[config.mk]
export PLATFORM = sky130hd
export DESIGN_NAME = acc_cpu_core
export DESIGN_NICKNAME = d
export VERILOG_FILES = /design/src/rtl/acc_cpu_pkg.sv /design/src/rtl/acc_cpu_adder.sv /design/src/rtl/acc_cpu_ctrl.sv /design/src/rtl/acc_cpu_regs.sv /design/src/rtl/acc_cpu_core.sv
export SDC_FILE = /design/constraint.sdc
export NUM_CORES = 1
export LEC_CHECK = 0
export BUFFER_PORTS_ARGS = -buffer_cell sky130_fd_sc_hd__buf_2
export CORE_MARGIN = 1.5
export CORE_UTILIZATION = 41
export CTS_CLUSTER_SIZE = 20
export DETAILED_ROUTE_END_ITERATION = 7
export GPL_ROUTABILITY_DRIVEN = 0
export MAX_ROUTING_LAYER = met4
export PLACE_DENSITY_LB_ADDON = 0.12
export SETUP_SLACK_MARGIN = 0.05
export SYNTH_ARGS = -nofsm -noshare
export SYNTH_HDL_FRONTEND = slang
export SYNTH_SLANG_ARGS = --single-unit
[constraint.sdc]
create_clock -name clk -period 2.7 [get_ports clk]
set_clock_uncertainty 0.05 [all_clocks]
set_input_delay 0.54 -clock clk [delete_from_list [all_inputs] [get_ports clk]]
set_output_delay 0.54 -clock clk [all_outputs]
set_load 0.005 [all_outputs]
[src/rtl/acc_cpu_pkg.sv]
package acc_cpu_pkg;

    localparam int OPC_W = 4;

    typedef enum logic [OPC_W-1:0] {
        OP_JMP  = 4'd0,
        OP_IN   = 4'd1,
        OP_LDM  = 4'd2,
        OP_STO  = 4'd3,
        OP_ADDI = 4'd4,
        OP_ADDM = 4'd5,
        OP_OUTA = 4'd6,
        OP_OUTM = 4'd7,
        OP_HALT = 4'd15
    } opcode_e;

    typedef enum logic [3:0] {
        S_F_ADDR,
        S_F_WAIT,
        S_F_CAP,
        S_F_CIR,
        S_DECODE,
        S_X_JMP,
        S_X_IN,
        S_X_MAR,
        S_X_WAIT,
        S_X_CAP,
        S_X_IMM,
        S_X_ACC2MDR,
        S_X_WRITE,
        S_X_FIN,
        S_X_OUTA,
        S_HALT
    } state_e;

    typedef enum logic [1:0] {MAR_HOLD, MAR_PC, MAR_FIELD} mar_sel_e;
    typedef enum logic [2:0] {MDR_HOLD, MDR_MEM, MDR_IN, MDR_IMM, MDR_ACC} mdr_sel_e;
    typedef enum logic [1:0] {ACC_HOLD, ACC_MDR, ACC_SUM} acc_sel_e;
    typedef enum logic [1:0] {OUT_NONE, OUT_ACC, OUT_MDR} out_sel_e;

    typedef struct packed {
        mar_sel_e mar_sel;
        mdr_sel_e mdr_sel;
        acc_sel_e acc_sel;
        out_sel_e out_sel;
        logic     pc_inc;
        logic     pc_jump;
        logic     cir_load;
        logic     mem_we;
    } ctrl_t;

    // First execute state for a decoded operation field
    function automatic state_e exec_entry(input logic [OPC_W-1:0] op);
        state_e nxt;
        case (op)
            OP_JMP:                           nxt = S_X_JMP;
            OP_IN:                            nxt = S_X_IN;
            OP_LDM, OP_STO, OP_ADDM, OP_OUTM: nxt = S_X_MAR;
            OP_ADDI:                          nxt = S_X_IMM;
            OP_OUTA:                          nxt = S_X_OUTA;
            OP_HALT:                          nxt = S_HALT;
            default:                          nxt = S_F_ADDR;
        endcase
        return nxt;
    endfunction

endpackage

[src/rtl/acc_cpu_adder.sv]
module acc_cpu_adder #(
    parameter int W = 16
) (
    input  logic [W-1:0] a,
    input  logic [W-1:0] b,
    output logic [W-1:0] y
);
    // Carry out is dropped: result wraps modulo 2^W
    assign y = a + b;
endmodule

[src/rtl/acc_cpu_ctrl.sv]
module acc_cpu_ctrl
    import acc_cpu_pkg::*;
(
    input  logic                 clk,
    input  logic                 rst,
    input  logic [OPC_W-1:0]     opcode,
    output ctrl_t                ctrl,
    output state_e               state,
    output logic                 halted
);
    state_e state_q, state_d;

    always_ff @(posedge clk) begin
        if (rst) state_q <= S_F_ADDR;
        else     state_q <= state_d;
    end

    always_comb begin
        ctrl    = '0;
        state_d = state_q;
        case (state_q)
            S_F_ADDR: begin
                ctrl.mar_sel = MAR_PC;
                state_d      = S_F_WAIT;
            end
            S_F_WAIT: begin
                ctrl.pc_inc = 1'b1;
                state_d     = S_F_CAP;
            end
            S_F_CAP: begin
                ctrl.mdr_sel = MDR_MEM;
                state_d      = S_F_CIR;
            end
            S_F_CIR: begin
                ctrl.cir_load = 1'b1;
                state_d       = S_DECODE;
            end
            S_DECODE: begin
                state_d = exec_entry(opcode);
            end
            S_X_JMP: begin
                ctrl.pc_jump = 1'b1;
                state_d      = S_F_ADDR;
            end
            S_X_IN: begin
                ctrl.mdr_sel = MDR_IN;
                state_d      = S_X_FIN;
            end
            S_X_MAR: begin
                ctrl.mar_sel = MAR_FIELD;
                state_d      = (opcode == OP_STO) ? S_X_ACC2MDR : S_X_WAIT;
            end
            S_X_WAIT: begin
                state_d = S_X_CAP;
            end
            S_X_CAP: begin
                ctrl.mdr_sel = MDR_MEM;
                state_d      = S_X_FIN;
            end
            S_X_IMM: begin
                ctrl.mdr_sel = MDR_IMM;
                state_d      = S_X_FIN;
            end
            S_X_ACC2MDR: begin
                ctrl.mdr_sel = MDR_ACC;
                state_d      = S_X_WRITE;
            end
            S_X_WRITE: begin
                ctrl.mem_we = 1'b1;
                state_d     = S_F_ADDR;
            end
            S_X_FIN: begin
                case (opcode)
                    OP_IN, OP_LDM:    ctrl.acc_sel = ACC_MDR;
                    OP_ADDI, OP_ADDM: ctrl.acc_sel = ACC_SUM;
                    OP_OUTM:          ctrl.out_sel = OUT_MDR;
                    default:          ;
                endcase
                state_d = S_F_ADDR;
            end
            S_X_OUTA: begin
                ctrl.out_sel = OUT_ACC;
                state_d      = S_F_ADDR;
            end
            S_HALT: begin
                state_d = S_HALT;
            end
            default: state_d = S_F_ADDR;
        endcase
    end

    assign state  = state_q;
    assign halted = (state_q == S_HALT);
endmodule

[src/rtl/acc_cpu_regs.sv]
module acc_cpu_regs
    import acc_cpu_pkg::*;
#(
    parameter int WORD_W  = 16,
    localparam int FIELD_W = WORD_W - OPC_W
) (
    input  logic               clk,
    input  logic               rst,
    input  ctrl_t              ctrl,
    input  logic [WORD_W-1:0]  mem_rdata,
    input  logic [WORD_W-1:0]  in_data,
    input  logic [WORD_W-1:0]  sum,
    output logic [FIELD_W-1:0] pc,
    output logic [FIELD_W-1:0] mar,
    output logic [WORD_W-1:0]  mdr,
    output logic [WORD_W-1:0]  cir,
    output logic [WORD_W-1:0]  acc,
    output logic [WORD_W-1:0]  out_data,
    output logic               out_valid
);
    logic [FIELD_W-1:0] field;
    assign field = cir[FIELD_W-1:0];

    always_ff @(posedge clk) begin
        if (rst) begin
            pc        <= '0;
            mar       <= '0;
            mdr       <= '0;
            cir       <= '0;
            acc       <= '0;
            out_data  <= '0;
            out_valid <= 1'b0;
        end else begin
            case (ctrl.mar_sel)
                MAR_PC:    mar <= pc;
                MAR_FIELD: mar <= field;
                default:   ;
            endcase

            case (ctrl.mdr_sel)
                MDR_MEM: mdr <= mem_rdata;
                MDR_IN:  mdr <= in_data;
                MDR_IMM: mdr <= {{OPC_W{1'b0}}, field};
                MDR_ACC: mdr <= acc;
                default: ;
            endcase

            if (ctrl.pc_jump)     pc <= field;
            else if (ctrl.pc_inc) pc <= pc + 1'b1;

            if (ctrl.cir_load) cir <= mdr;

            case (ctrl.acc_sel)
                ACC_MDR: acc <= mdr;
                ACC_SUM: acc <= sum;
                default: ;
            endcase

            out_valid <= (ctrl.out_sel != OUT_NONE);
            case (ctrl.out_sel)
                OUT_ACC: out_data <= acc;
                OUT_MDR: out_data <= mdr;
                default: ;
            endcase
        end
    end
endmodule

[src/rtl/acc_cpu_core.sv]
module acc_cpu_core
    import acc_cpu_pkg::*;
#(
    parameter int WORD_W  = 16,
    localparam int FIELD_W = WORD_W - OPC_W
) (
    input  logic               clk,
    input  logic               rst,
    input  logic [WORD_W-1:0]  in_data,
    input  logic [WORD_W-1:0]  mem_rdata,
    output logic [FIELD_W-1:0] mem_addr,
    output logic [WORD_W-1:0]  mem_wdata,
    output logic               mem_we,
    output logic [WORD_W-1:0]  out_data,
    output logic               out_valid,
    output logic               halted
);
    ctrl_t              ctrl_w;
    state_e             state_q;
    logic [FIELD_W-1:0] pc_q;
    logic [FIELD_W-1:0] mar_q;
    logic [WORD_W-1:0]  mdr_q;
    logic [WORD_W-1:0]  cir_q;
    logic [WORD_W-1:0]  acc_q;
    logic [WORD_W-1:0]  sum_w;
    logic [OPC_W-1:0]   opcode_w;
    logic [FIELD_W-1:0] field_w;

    assign opcode_w = cir_q[WORD_W-1 -: OPC_W];
    assign field_w  = cir_q[FIELD_W-1:0];

    acc_cpu_ctrl u_ctrl (
        .clk    (clk),
        .rst    (rst),
        .opcode (opcode_w),
        .ctrl   (ctrl_w),
        .state  (state_q),
        .halted (halted)
    );

    acc_cpu_adder #(.W(WORD_W)) u_adder (
        .a (acc_q),
        .b (mdr_q),
        .y (sum_w)
    );

    acc_cpu_regs #(.WORD_W(WORD_W)) u_regs (
        .clk       (clk),
        .rst       (rst),
        .ctrl      (ctrl_w),
        .mem_rdata (mem_rdata),
        .in_data   (in_data),
        .sum       (sum_w),
        .pc        (pc_q),
        .mar       (mar_q),
        .mdr       (mdr_q),
        .cir       (cir_q),
        .acc       (acc_q),
        .out_data  (out_data),
        .out_valid (out_valid)
    );

    assign mem_addr  = mar_q;
    assign mem_wdata = mdr_q;
    assign mem_we    = ctrl_w.mem_we;
endmodule

# Word level (Yosys, flattened, before mapping)
# Memories as Yosys holds them, arrays and structs flattened. A register that Yosys moved wholly into a read port is not among the register bits.
# Index checks and enable logic that the tools add are counted.
# W data, S select, Z words.
# totals
register_bits,93
romBits,64
input_bits,34
out_inout_bits,47
elab_cells,74
memories,1
# op_classes
addsub,2
n_eq_ne,31
n_mux,20
reduce_logical,12
# mem_list
name,depth,width,read_ports,rd_ports_with_merged_regs,write_ports,line,source
(name not given),16,4,1,1,0,acc_cpu_pkg.sv:55,case (op)
# op_table
op,count
$pmux W16 S2,2
$pmux W16 S4,1
$pmux W4 S11,1
$eq A4 B4 Y1 const B,8
$eq A4 B3 Y1 const B,7
$mux W12,2
$pmux W12 S2,1
$add A16 B16 Y16,1
$eq A4 B2 Y1 const B,4
$add A12 B1 Y12 const B,1
$pmux W2 S2,3
$pmux W3 S4,1
$reduce_bool A2 Y1,5
$eq A4 B1 Y1 const B,2
$mux W4,2
$eq A2 B1 Y1 const B,3
$eq A2 B2 Y1 const B,3
$eq A3 B2 Y1 const B,2
$mux W2,3
$reduce_or A2 Y1,3
$logic_not A4 Y1,1
$mux W1,4
$reduce_bool A4 Y1,1
$reduce_or A4 Y1,1
3 further kinds,3

# Longest topological paths before layout
# depth
depth_word,6
depth_mapped,14
ltp_nobuf,12

# Modules after synthesis
# A second synthesis with hierarchy kept.
# unflattened
hier_cells,636
hier_area_um2,5590.4
# modules_own_cells
module,n_inst,cells_each,area_each_um2,seq_area_each_um2
acc_cpu_regs,1,458,4360.4,1781.7
acc_cpu_adder,1,98,724.4,0.0
acc_cpu_ctrl,1,80,505.5,80.1

# Least setup slack after synthesis
# No wires, ideal clock.
# synth_timing
path_type,register to register
start,"register u_ctrl.state_q[3], in the netlist u_ctrl.state[3]"
end,register u_regs.acc[15]
setup_ps,62
arrival_ps,2296
setup_slack_ps,292
path_stages_with_launch,11
path_buffers,2
cell_sequence,dfxtp_1 buf_2 nand2_1 nor3_1 nand2_1 nor2_1 ha_1 buf_2 or4_1 a211o_1 nand3_1
# synth_via
elab_chain_len,4
word_cells_on_any_way,6
cone_classes,eq/ne (3); mux (2); reduce/logical (1)
# synth_rtl
element,line,source
"start, declared",acc_cpu_ctrl.sv:11,"state_e state_q, state_d;"
"start signal, assigned",acc_cpu_ctrl.sv:15,else state_q <= state_d;
$eq A4 B4 Y1 (*),acc_cpu_ctrl.sv:21,case (state_q)
$mux W2 (*),acc_cpu_ctrl.sv:21,
$eq A2 B2 Y1 / $eq A2 B1 Y1 (equally long branches),acc_cpu_regs.sv:53,case (ctrl.acc_sel)
$pmux W16 S2 / $reduce_bool A2 Y1 (equally long branches),-,
"end signal, assigned",acc_cpu_regs.sv:54,ACC_MDR: acc <= mdr;
"end signal, assigned",acc_cpu_regs.sv:55,ACC_SUM: acc <= sum;
"end, declared",acc_cpu_regs.sv:17,"output logic [WORD_W-1:0] acc,"
# Every way passes the cells marked *; elsewhere a longest branch is shown, timed or not.
# A chain may end at the register's enable or synchronous reset.

# Worst setup path after layout
# layout_timing
start,register u_regs.mdr[8]
end,register u_regs.acc[13]
# layout_via
elab_chain_len,2
# layout_rtl
element,line,source
"start, declared",acc_cpu_regs.sv:15,"output logic [WORD_W-1:0] mdr,"
"start signal, assigned",acc_cpu_regs.sv:41,MDR_MEM: mdr <= mem_rdata;
"start signal, assigned",acc_cpu_regs.sv:42,MDR_IN: mdr <= in_data;
"start signal, assigned",acc_cpu_regs.sv:43,"MDR_IMM: mdr <= {{OPC_W{1'b0}}, field};"
$add A16 B16 Y16,acc_cpu_adder.sv:9,assign y = a + b;
$pmux W16 S2,acc_cpu_regs.sv:53,
# Every way passes these cells.

==> reports/metrics.yaml <==
run_status:
  status: "completed"
sta:
  worstMarginPinSlew_ns: 0.819
  finalCritPeriodShare: 0.891
  postLayoutSetupSlackWorst_ns: 0.294
  hold_viol_final: 0
  finalSetupViolations: 0
  rsz0062_at_grt: "false"
  maxSlewHeadroom: 0.452
  min_period_ns: 2.41
  hold_ws_ns: 0.387
  final_max_slew_viol_count: 0
  finalSetupTns_ns: 0
  fmax_ghz: 0.416
power_and_ir_drop:
  ir_drop_uv: 282
  power_density_nw_per_um2: 491
  leakage_uw: 0.00242
  p_total_uw: 3050
worst_setup_path:
  worstSetupEndpointType: "flop"
  critPathSlowestCell: "dfxtp_1"
  crit_path_start_kind: "flop"
  crit_chain: "ha_1, a21oi_1, o21ai_0, o31ai_1, nand2_2, a31oi_1, xor2_1, a2111oi_2"
  critPathBufInv: 0
  worstReg2RegEnd: "u_regs.acc[13]$_SDFFE_PP0P_"
  reg2regPathDepth: 8
  r2r_setup_slack_ns: 0.29
  cp.required_ns: 2.89
  cpPeakStageDelay_ns: 0.51
  cp_max_fo: 6
  reg2reg_from: "u_regs.mdr[8]$_SDFFE_PP0P_"
  crit_family: "compound AO/OA/AOI/OAI gates"
  critPathKind: "reg2reg"
  crit_arrival_ns: 2.60
floorplanning:
  io_pins: 81
  num_rows: 41
  start_util: 0.421
  die_w_um: 117
  die-area_um2: 13700
  die_h_um: 117
  core_area_um2: 12700
yosys:
  syn_avg_cell_area_um2: 7.99
  synth_nets: 723
  synth_enable_flop_cells: 0
  async_flop_share: 0
  ys_ff_latch: 97
  synth_area_um2: 5340
  yosys_warnings: 0
  synthFlopType: "dfxtp_1"
  yosysSeqAreaShare: 0.364
  syn_inst: 668
  ys_types: 60
global_route:
  grt_use_total: 0.239
  grt_max_degree: 42
  grt_pass1_vias: 4681
  overflow: 0
  antenna_found_initial: 0
  grt_pass1_wl_mm: 24.5
finish:
  area_growth_pct: 16.4
  nets: 794
  drive_gt1_frac: 0.182
  n_antenna_cell: 0
  layout_commonest_cell: "dfxtp_1"
  fill_cells: 1304
  stdcell_area_um2: 6210
  mostFrequentLayoutCells: "dfxtp_1 (97), nor2_1 (84), buf_2 (80)"
drt:
  ant_nets: 0
  via_per_inst: 5.59
  drc: 0
  drtIter0Drc: 342
  vias: 5118
  drtPass1Iterations: 5
  routed_wl_mm: 15.3
  wl_per_cell_um: 16.7
placed_design:
  place_area_um2: 5920
  portBuffers: 80
  hpwl_mm: 11.3
  post-place-ws_ns: 0.328
clock_network:
  root_buffer: "clkbuf_16"
  clock_latency_ns: 0.35
  htree_levels: 3
  cts.sinks: 97
  path_clk_slew_ns: 0.06
  clk_path_buf_depth: 2
  cts_buffers: 9
  cts_tree: "yes"
  cts_setup_buffers: 0
min_path:
  min_path_type: "in2reg"
  min_from: "mem_rdata[15]"
  min_path_cells: 3
  min_to: "u_regs.mdr[15]$_SDFFE_PP0P_"
job:
  max-cap-violations: 0
[synth_stat cells (all sizes together) (6+ instances only)]
cell type / number / area [µm²]
a211oi: 27 / 203
a31oi: 19 / 119
a21o: 6 / 47.6
clkbuf: 24 / 90.1
a22oi: 14 / 105
nand2b: 7 / 43.8
nor2: 84 / 315
inv: 20 / 75.1
xnor2: 6 / 52.6
dfxtp: 97 / 1940
o21ai: 32 / 160
ha: 20 / 250
nand3: 19 / 100
a21oi: 76 / 388
nand2: 75 / 287
buf: 21 / 129
nor3: 12 / 71.3
mux2i: 37 / 370
a221oi: 8 / 70.1
[final cells by class]
| cell class | count | area [µm²] | share of cell area |
|---|---|---|---|
| sequential | 97 | 1940 | 0.312 |
| clock buffer | 13 | 270 | 0.0435 |
| multi-input combinational | 506 | 3110 | 0.501 |
| inverter | 20 | 75.1 | 0.0121 |
| tap | 172 | 215 | 0.0346 |
| clock inverter | 2 | 12.5 | 0.00201 |
| timing repair buffer | 105 | 588 | 0.0946 |
[kinds of logic after synthesis]
logic type | synth area share
xor gates and xnor gates | 0.0164
DFF | 0.364
and+or+nand+nor | 0.190
AOI/OAI and AO/OA | 0.255
buffers and inverters | 0.0551
muxes | 0.0694
adders and majority gates | 0.0506
[routing by layer]
| layer | vias up | wire length (µm) | GRT usage |
|---|---|---|---|
| met5 | - | 0 | - |
| met4 | 0 | 198 | 0.0731 |
| met3 | 18 | 838 | 0.0288 |
| met2 | 174 | 6790 | 0.358 |
| met1 | 2374 | 7470 | 0.339 |
| li1 | 2552 | - | - |
[registers in the layout (all words and copies together) (netlist names), named ones only]
name              cells
u_regs.acc           16
u_regs.cir           16
u_regs.mdr           16
u_regs.out_data      16
u_regs.mar           12
u_regs.pc            12
u_ctrl.state          4
u_regs.out_valid      1
[worst max-delay path by stage]
stage	start	slack, ns	depth (start not counted)	endpoint
after floorplan	u_ctrl.state[3]$_SDFF_PP0_	0.29	10	u_regs.acc[15]$_SDFFE_PP0P_
after global placement	u_regs.mdr[6]$_SDFFE_PP0P_	0.39	8	u_regs.acc[15]$_SDFFE_PP0P_
after detailed placement	u_regs.mdr[0]$_SDFFE_PP0P_	0.33	10	u_regs.acc[14]$_SDFFE_PP0P_
after CTS	u_regs.mdr[0]$_SDFFE_PP0P_	0.31	10	u_regs.acc[8]$_SDFFE_PP0P_
after global routing	u_regs.mdr[8]$_SDFFE_PP0P_	0.05	8	u_regs.acc[13]$_SDFFE_PP0P_
final	u_regs.mdr[8]$_SDFFE_PP0P_	0.29	8	u_regs.acc[13]$_SDFFE_PP0P_
[per-stage QoR]
stage	std cells	utilization
2_1_floorplan	668	-
3_3_place_gp	900	0.468
3_5_place_dp	900	0.468
4_1_cts	915	0.490
5_1_grt	915	0.490
6_report	915	0.490
[where the power goes]
part           internal, µW  switching (µW)
sequential             1460            48.1
clock                   694             539
combinational           120             187
total                  2280             774
[worst min-delay path, stage by stage]
cell	delay (ns)
buf_2	0.09
nand2_1	0.05
a21oi_1	0.05
[what timing repair did]
item,in CTS,in global routing
gates resized for setup,0,1
setup endpoints to repair,0,1
hold buffers,0,0
No activity file was read; power rests on OpenSTA's default activity.
